<file path="src/rtl/mpbr_pkg.sv">
`timescale 1ns/1ps
package mpbr_pkg;
  localparam logic [2:0] MODE_MOTO = 3'b001;

  typedef enum logic [1:0] {
    HS_IDLE = 2'd0,
    HS_WAIT = 2'd1,
    HS_DONE = 2'd2
  } hs_state_e;
endpackage

</file>
<file path="src/rtl/mpbr_sync.sv">
`timescale 1ns/1ps
module mpbr_sync #(
  parameter int W = 2
) (
  input  logic         clk_i,
  input  logic         rst_ni,
  input  logic [W-1:0] d_i,
  output logic [W-1:0] q_o
);
  for (genvar g = 0; g < W; g++) begin : g_bit
    logic meta_q, sync_q;
    always_ff @(posedge clk_i or negedge rst_ni) begin
      if (!rst_ni) begin
        meta_q <= 1'b0;
        sync_q <= 1'b0;
      end else begin
        meta_q <= d_i[g];
        sync_q <= meta_q;
      end
    end
    assign q_o[g] = sync_q;
  end
endmodule

</file>
<file path="src/rtl/mpbr_bus_ctrl.sv">
`timescale 1ns/1ps
module mpbr_bus_ctrl
  import mpbr_pkg::*;
#(
  parameter int AW       = 4,
  parameter int DW       = 8,
  parameter int WAIT_CYC = 2
) (
  input  logic          clk_i,
  input  logic          rst_ni,
  input  logic          is_moto_i,
  input  logic          rd_raw_i,
  input  logic          wr_raw_i,
  input  logic [AW-1:0] addr_i,
  input  logic [DW-1:0] data_i,
  output logic          we_o,
  output logic [AW-1:0] waddr_o,
  output logic [DW-1:0] wdata_o,
  output logic          hs_o,
  output logic          hs_oe_o
);
  localparam int CW = $clog2(WAIT_CYC + 1);

  logic [1:0]    s_req;
  logic          s_rd, s_wr, s_act, s_wr_q, drv_q;
  logic [AW-1:0] cap_addr_q;
  logic [DW-1:0] cap_data_q;
  logic [CW-1:0] cnt_q;
  hs_state_e     state_q;

  mpbr_sync #(.W(2)) i_sync (
    .clk_i (clk_i),
    .rst_ni(rst_ni),
    .d_i   ({wr_raw_i, rd_raw_i}),
    .q_o   (s_req)
  );

  assign s_rd  = s_req[0];
  assign s_wr  = s_req[1];
  assign s_act = s_rd | s_wr;

  // capture address/data while the synchronized write strobe is active
  always_ff @(posedge clk_i or negedge rst_ni) begin
    if (!rst_ni) begin
      s_wr_q     <= 1'b0;
      cap_addr_q <= '0;
      cap_data_q <= '0;
      drv_q      <= 1'b0;
    end else begin
      s_wr_q <= s_wr;
      drv_q  <= 1'b1;
      if (s_wr) begin
        cap_addr_q <= addr_i;
        cap_data_q <= data_i;
      end
    end
  end

  assign we_o    = s_wr_q & ~s_wr;
  assign waddr_o = cap_addr_q;
  assign wdata_o = cap_data_q;

  always_ff @(posedge clk_i or negedge rst_ni) begin
    if (!rst_ni) begin
      state_q <= HS_IDLE;
      cnt_q   <= '0;
    end else begin
      unique case (state_q)
        HS_IDLE: if (s_act) begin
          state_q <= HS_WAIT;
          cnt_q   <= CW'(1);
        end
        HS_WAIT: begin
          if (cnt_q == CW'(WAIT_CYC)) state_q <= HS_DONE;
          else                        cnt_q   <= cnt_q + CW'(1);
        end
        HS_DONE: if (!s_act) state_q <= HS_IDLE;
        default: state_q <= HS_IDLE;
      endcase
    end
  end

  // Intel: READY low while waiting; Motorola: DTACK_n low when done
  assign hs_o    = is_moto_i ? (state_q != HS_DONE) : (state_q != HS_WAIT);
  assign hs_oe_o = drv_q;

  a_r5_done_after_wait: assert property (@(posedge clk_i) disable iff (!rst_ni)
    (state_q == HS_DONE) |-> ($past(state_q) != HS_IDLE));

  a_r6_no_ack_unstrobed: assert property (@(posedge clk_i) disable iff (!rst_ni)
    (state_q == HS_IDLE && !s_act) |=> (state_q == HS_IDLE));
endmodule

</file>
<file path="src/rtl/mpbr_regfile.sv">
`timescale 1ns/1ps
module mpbr_regfile #(
  parameter int AW      = 4,
  parameter int DW      = 8,
  parameter int NUM_SCR = 4
) (
  input  logic          clk_i,
  input  logic          rst_ni,
  input  logic          we_i,
  input  logic [AW-1:0] waddr_i,
  input  logic [DW-1:0] wdata_i,
  input  logic [AW-1:0] raddr_i,
  output logic [DW-1:0] rdata_o,
  input  logic [DW-1:0] irq_set_i,
  output logic          irq_oe_o
);
  localparam logic [AW-1:0] STAT_ADDR = AW'(NUM_SCR);
  localparam logic [AW-1:0] EN_ADDR   = AW'(NUM_SCR + 1);

  logic [DW-1:0] scr_q [NUM_SCR];
  logic [DW-1:0] pend_q, en_q, clr_mask;

  for (genvar g = 0; g < NUM_SCR; g++) begin : g_scr
    always_ff @(posedge clk_i or negedge rst_ni) begin
      if (!rst_ni)                           scr_q[g] <= '0;
      else if (we_i && waddr_i == AW'(g))    scr_q[g] <= wdata_i;
    end

    a_r7_scr_hold: assert property (@(posedge clk_i) disable iff (!rst_ni)
      !(we_i && waddr_i == AW'(g)) |=> $stable(scr_q[g]));
  end

  assign clr_mask = (we_i && waddr_i == STAT_ADDR) ? wdata_i : '0;

  always_ff @(posedge clk_i or negedge rst_ni) begin
    if (!rst_ni) begin
      pend_q <= '0;
      en_q   <= '0;
    end else begin
      pend_q <= (pend_q & ~clr_mask) | irq_set_i;
      if (we_i && waddr_i == EN_ADDR) en_q <= wdata_i;
    end
  end

  always_comb begin
    rdata_o = '0;
    for (int i = 0; i < NUM_SCR; i++)
      if (raddr_i == AW'(i)) rdata_o = scr_q[i];
    if (raddr_i == STAT_ADDR) rdata_o = pend_q;
    if (raddr_i == EN_ADDR)   rdata_o = en_q;
  end

  assign irq_oe_o = |(pend_q & en_q);

  a_r8_w1c: assert property (@(posedge clk_i) disable iff (!rst_ni)
    (we_i && waddr_i == STAT_ADDR && irq_set_i == '0) |=> ((pend_q & $past(wdata_i)) == '0));

  a_r9_release_by_write: assert property (@(posedge clk_i) disable iff (!rst_ni)
    $fell(irq_oe_o) |-> $past(we_i));
endmodule

</file>
<file path="src/rtl/mpbr_top.sv">
`timescale 1ns/1ps
module mpbr_top
  import mpbr_pkg::*;
#(
  parameter int AW       = 4,
  parameter int DW       = 8,
  parameter int NUM_SCR  = 4,
  parameter int WAIT_CYC = 2
) (
  input  logic          clk_i,
  input  logic          rst_ni,
  input  logic [2:0]    mode_sel_i,
  input  logic [AW-1:0] addr_i,
  input  logic [DW-1:0] data_i,
  output logic [DW-1:0] data_o,
  output logic          data_oe_o,
  input  logic          rd_ds_ni,
  input  logic          wr_ni,
  input  logic          rw_i,
  output logic          hs_o,
  output logic          hs_oe_o,
  input  logic [DW-1:0] irq_set_i,
  output logic          irq_oe_o
);
  logic          is_moto, rd_raw, wr_raw, we;
  logic [AW-1:0] waddr;
  logic [DW-1:0] wdata;

  assign is_moto = (mode_sel_i == MODE_MOTO);
  assign rd_raw  = is_moto ? (!rd_ds_ni &&  rw_i) : !rd_ds_ni;
  assign wr_raw  = is_moto ? (!rd_ds_ni && !rw_i) : !wr_ni;

  assign data_oe_o = rst_ni & rd_raw;

  mpbr_bus_ctrl #(.AW(AW), .DW(DW), .WAIT_CYC(WAIT_CYC)) i_bus_ctrl (
    .clk_i    (clk_i),
    .rst_ni   (rst_ni),
    .is_moto_i(is_moto),
    .rd_raw_i (rd_raw),
    .wr_raw_i (wr_raw),
    .addr_i   (addr_i),
    .data_i   (data_i),
    .we_o     (we),
    .waddr_o  (waddr),
    .wdata_o  (wdata),
    .hs_o     (hs_o),
    .hs_oe_o  (hs_oe_o)
  );

  mpbr_regfile #(.AW(AW), .DW(DW), .NUM_SCR(NUM_SCR)) i_regfile (
    .clk_i    (clk_i),
    .rst_ni   (rst_ni),
    .we_i     (we),
    .waddr_i  (waddr),
    .wdata_i  (wdata),
    .raddr_i  (addr_i),
    .rdata_o  (data_o),
    .irq_set_i(irq_set_i),
    .irq_oe_o (irq_oe_o)
  );

  a_r4_released_in_reset: assert property (@(posedge clk_i)
    !rst_ni |-> (!data_oe_o && !hs_oe_o && !irq_oe_o));
endmodule

</file>
<file path="config.mk">
export PLATFORM = sky130hd
export DESIGN_NAME = mpbr_top
export DESIGN_NICKNAME = d
export VERILOG_FILES = /design/src/rtl/mpbr_pkg.sv /design/src/rtl/mpbr_sync.sv /design/src/rtl/mpbr_bus_ctrl.sv /design/src/rtl/mpbr_regfile.sv /design/src/rtl/mpbr_top.sv
export SDC_FILE = /design/constraint.sdc
export NUM_CORES = 1
export LEC_CHECK = 0
export ABC_CLOCK_PERIOD_IN_PS = 3560
export BUFFER_PORTS_ARGS = -buffer_cell sky130_fd_sc_hd__buf_2
export CAP_MARGIN = 20
export CORE_ASPECT_RATIO = 0.5
export CORE_MARGIN = 10
export CORE_UTILIZATION = 45
export DETAILED_ROUTE_END_ITERATION = 10
export MAX_ROUTING_LAYER = met4
export SLEW_MARGIN = 20
export SYNTH_ARGS = -nofsm -noshare
export SYNTH_HDL_FRONTEND = slang
export SYNTH_HIERARCHICAL = 1
export SYNTH_SLANG_ARGS = --single-unit
</file>
<file path="constraint.sdc">
create_clock -name clk_i -period 3.56 [get_ports clk_i]
set_clock_uncertainty 0.05 [all_clocks]
set_input_delay 0.712 -clock clk_i [delete_from_list [all_inputs] [get_ports clk_i]]
set_output_delay 0.712 -clock clk_i [all_outputs]
set_load 0.005 [all_outputs]
</file>
# Word level (Yosys, flattened, before mapping)
# Index checks and enable logic that the tools add are counted.
# totals
register_bits	70
in_bits	28
out_inout_bits	12
elab_cells	79
# op_classes
addsub	1
n_eq_ne	20
muxes	16
bitwise	8
reduce_logical	18
# ops
operator	count
8-bit two-way mux	7
8-bit bitwise AND	2
4-bit by 2-bit equality test with 1-bit output, second input constant	4
4-bit by 3-bit equality test with 1-bit output, second input constant	4
4-bit by 1-bit equality test with 1-bit output, second input constant	2
1-bit logical AND	8
4-bit logical NOT	2
2-bit two-way mux	4
8-bit inverter	1
8-bit OR	1
8-bit OR reduction	1
2-bit by 1-bit != test with 1-bit output, second input constant	3
2-bit != test, second input constant	3
2-bit case mux with 3 select lines	1
3-bit AND reduction	2
2-bit equality test, second input constant	2
2-bit case mux with 2 select lines	1
3-bit by 1-bit equality test with 1-bit output, second input constant	1
1-bit logical NOT	3
1-bit two-way mux	3
2-bit by 1-bit adder with 2-bit output, second input constant	1
1-bit bitwise AND	2
2-bit by 1-bit equality test with 1-bit output, second input constant	1
2-bit logical NOT	1
3 further kinds	3

# Longest topological paths before layout
# logic_depth
ltp_word	7
depth_mapped	8
mapped_depth_nobuf	5

# Modules after synthesis
# The synthesis kept the hierarchy.
# by_module_without_submodules
module	n_inst	cells_per_inst	area_each_um2	seq_area_each_um2
mpbr_regfile	1	197	2374.8	1201.2
mpbr_bus_ctrl	1	55	758.2	450.4
mpbr_sync	1	6	115.1	100.1
mpbr_top	1	6	61.3	0.0

# Least setup slack after synthesis
# Ideal clock, no wire load.
# synth_path
path_type	input to output
start	input addr_i[0]
end	output data_o[5]
arrival_time_ns	1.652
required_ns	2.798
path_slack_ns	1.146
cell_stages	5
path_buffers	2
cell_sequence	buf_4 > or3b_1 > clkbuf_1 > o221ai_1 > a22o_1
# synth_between
elab_chain_len	7
elab_cells_between_ends	12
classes_between	eq/ne: 5; mux: 6; reduce/logical: 1
# synth_lines
element	line_no	source
from (decl)	mpbr_top.sv:13	input logic [AW-1:0] addr_i,
4-bit logical NOT	mpbr_regfile.sv:48	if (raddr_i == AW'(i)) rdata_o = scr_q[i];
8-bit two-way mux (4 in a row)	mpbr_regfile.sv:48	
8-bit two-way mux	mpbr_regfile.sv:49	if (raddr_i == STAT_ADDR) rdata_o = pend_q;
8-bit two-way mux (*)	mpbr_regfile.sv:50	if (raddr_i == EN_ADDR) rdata_o = en_q;
to (decl)	mpbr_top.sv:15	output logic [DW-1:0] data_o,
# Mark *: on every way between the ends. The rest lies on a longest branch, timed or not.

# Final worst setup path
# layout_path
start	input addr_i[1]
end	output data_o[1]
# The elaborated chain is that of the path after synthesis.

==> qor.yml <==
synthesis.nets: 293
drcViolationCount: 0
muxShareOfSynthArea_pct: 19.8
min_path_cells: 0
grt_max_degree: 41
worst_path_max_delay_cell: "nor2b_1"
yosysTopAreaCell: "dfrtp_1"
drt_iter0_markers: 232
synth_flop_cell: "dfrtp_1"
crit-reg2reg-launch: "i_bus_ctrl/i_sync/g_bit[1].sync_q$_DFF_PN0_"
first_pass_iters: 4
reg2reg_to: "i_regfile/scr_q[11]$_DFFE_PN0P_"
hp-class: "reg -> reg"
synthCells: 264
clkLatencyLatePin_ns: 0.33
grt_util_all_layers_pct: 14.8
holdBufCountCts: 0
initial_utilization_pct: 47.9
cts_tree: "built"
synth-edff-count: 0
maxSlewHeadroom_pct: 49.2
synth_top_family_by_area: "multiplexers"
reg2reg_setup_slack_ns: 1.24
holdPathEnd: "i_bus_ctrl/i_sync/g_bit[1].sync_q$_DFF_PN0_"
endpoint_kind: "primary output"
slowest_delay_ns: 0.54
slew_viol_final: 0
cp_common_cell: "buf_2"
dp_cells: 384
run_status: "finished, final reports clean"
antenna_cells: 0
final_nets: 332
arrival_ns: 2.21
die_h_um: 80.6
fin_ws_ns: 0.585
whs_ns: 0.299
final_cells: 399
startpoint_type: "primary input"
grt_pass1_vias: 2294
r2r_cells: 5
fmax_mhz: 336
vdd_drop_max_v: 0.000244
cts_resized: 0
numCtsBuffers: 9
cp.depth: 6
io_buffer_count: 39
maxCapViolations: 0
synthAdderAreaFrac_pct: 0.378
dieArea_mm2: 0.0114
hpwl_um: 5570
yosysSeqAreaShare_pct: 52.9
io_pins: 40
synth_compound_area_share_pct: 10.6
synth_area_leaders: "dfrtp_1, mux2_2, nand2_1"
tightest_slew_ns: 0.758
synth_area_mm2: 0.00331
antenna_left: 0
path_cells: "buf_2, nor2b_1, a21oi_1, o221ai_1, a22o_1, buf_2"
min_from: "i_bus_ctrl/i_sync/g_bit[1].meta_q$_DFF_PN0_"
htreeDepth: 3
grt_pass1_wl_um: 12400
rsz0062_at_grt: "false"
ys_seq_elements: 70
nFillCells: 580
crit_type: "in -> out"
clk_path_buf_depth: 2
core_area_mm2: 0.00691
crit_required_ns: 2.80
async_reset_ff_share_pct: 100
setup_violations: 0
overflow: 0
clock_sinks: 70
yosys.area_share.simple_pct: 12.8
postCtsSetupRepairBufs: 0
avgSynthCellArea_um2: 12.5
synth_cell_types: 48
cpLargestDelayFamily: "compound AO/OA/AOI/OAI gates"
p_per_area_mw_per_mm2: 680
viasPerCell: 5.55
die_x_um: 141
yosys_warnings: 6
synth_top_area_share_pct: 52.9
path_buf_inv: 2
drive_gt1_share_pct: 39.7
cts_root_buf: "clkbuf_16"
pre_cts_slack_ns: 0.606
tns_ns: 0
vias: 2214
gp_congestion: 0.828
hold_viol: 0
wl_per_cell_um: 19.1
yosys-top-cells-count: "dfrtp_1, mux2_2, nand2_1"
cellLeakagePower_uw: 0.00177
fin_crit_sh_pct: 83.6
critPathMaxFanout: 14
synth.most_common_cell: "dfrtp_1"
syn_to_final_growth_pct: 17.2
wirelength_um: 7630
rows: 21
period_needed_ns: 2.97
synthXorXnorAreaFrac_pct: 0
antenna_found_initial: 0
clk_pin_slew_ns: 0.06
-- flip-flops by register name (all words and copies together) (netlist names) --
register and cells:
i_bus_ctrl/cnt_q 2, i_bus_ctrl/hs_oe_o 1, i_bus_ctrl/i_sync/g_bit.meta_q 2, i_bus_ctrl/i_sync/g_bit.sync_q 2, i_bus_ctrl/s_wr_q 1, i_bus_ctrl/state_q 2, i_bus_ctrl/waddr_o 4, i_bus_ctrl/wdata_o 8
i_regfile/en_q 8, i_regfile/pend_q 8, i_regfile/scr_q 32
-- report_power, final --
part / leakage [uW] / internal, uW / switching, uW
clock: 0.000161 / 644 / 315
sequential: 0.000842 / 1020 / 183
combinational: 0.000763 / 285 / 191
total: 0.00177 / 1950 / 688
-- worst max-delay path by stage --
stage | from | end | slack, ns
after floorplan | addr_i[0] | data_o[5] | 1.15
after global placement | addr_i[1] | data_o[4] | 0.64
after detailed placement | addr_i[1] | data_o[4] | 0.61
after CTS | addr_i[1] | data_o[4] | 0.60
after global routing | addr_i[1] | data_o[5] | 0.45
final | addr_i[1] | data_o[1] | 0.59
-- cell usage in the layout (no fill, tap or decap), types with 2 or more instances in the layout --
master	instances
clkinv_2	2
o21ai_0	11
nor3b_4	3
nand4_1	2
nor2b_1	5
and3b_1	2
dfrtp_1	70
bufinv_16	2
clkbuf_16	9
buf_4	2
mux2_2	52
inv_1	9
nand2_1	19
clkbuf_8	2
a22oi_1	4
a21o_1	8
mux2i_1	7
o221ai_1	7
or4b_1	2
buf_2	39
nor2_1	5
nor4_1	2
a22o_1	6
a21oi_1	12
-- layout make-up --
cell class / instances / area, um2 / area share, %
clock inverter: 4 / 70.1 / 1.81
clock buffer: 11 / 253 / 6.52
multi-input combinational: 172 / 1450 / 37.3
inverter: 9 / 33.8 / 0.871
tap: 92 / 115 / 2.97
sequential: 70 / 1750 / 45.2
timing repair buffer: 41 / 210 / 5.42
-- logic make-up (layout without fill, tap and decap cells) --
family                   count (synthesis)  count (layout)
AND/OR/NAND/NOR                         59              59
AO/OA/AOI/OAI                           52              52
flip-flops                              70              70
adder cells (fa/ha/maj)                  1               1
buffers and inverters                   22              65
other                                    1               1
multiplexers                            59              59
-- worst register-to-register path, stage by stage, from the launching register on --
cell	delay (ns)
dfrtp_1	0.66
nor2b_1	0.37
nor3b_4	0.34
nand2_1	0.14
nor2_4	0.26
mux2_2	0.38
-- routing by layer --
layer | share of wire (%) | global-route usage [%]
met5 | 0 | -
met4 | 0.30 | 4.30
met3 | 7.7 | 6.40
met2 | 40 | 18.7
met1 | 52 | 20.3
-- stage by stage --
step	power [uW]	utilization, %	instance area [um2]
final	2640	56.1	3880
after global routing	2780	56.1	3880
after CTS	2660	56.1	3880
after detailed placement	1690	51.5	3560
after global placement	1660	51.5	3560
after floorplan	1520	-	3310
No activity file was read; power rests on OpenSTA's default activity.
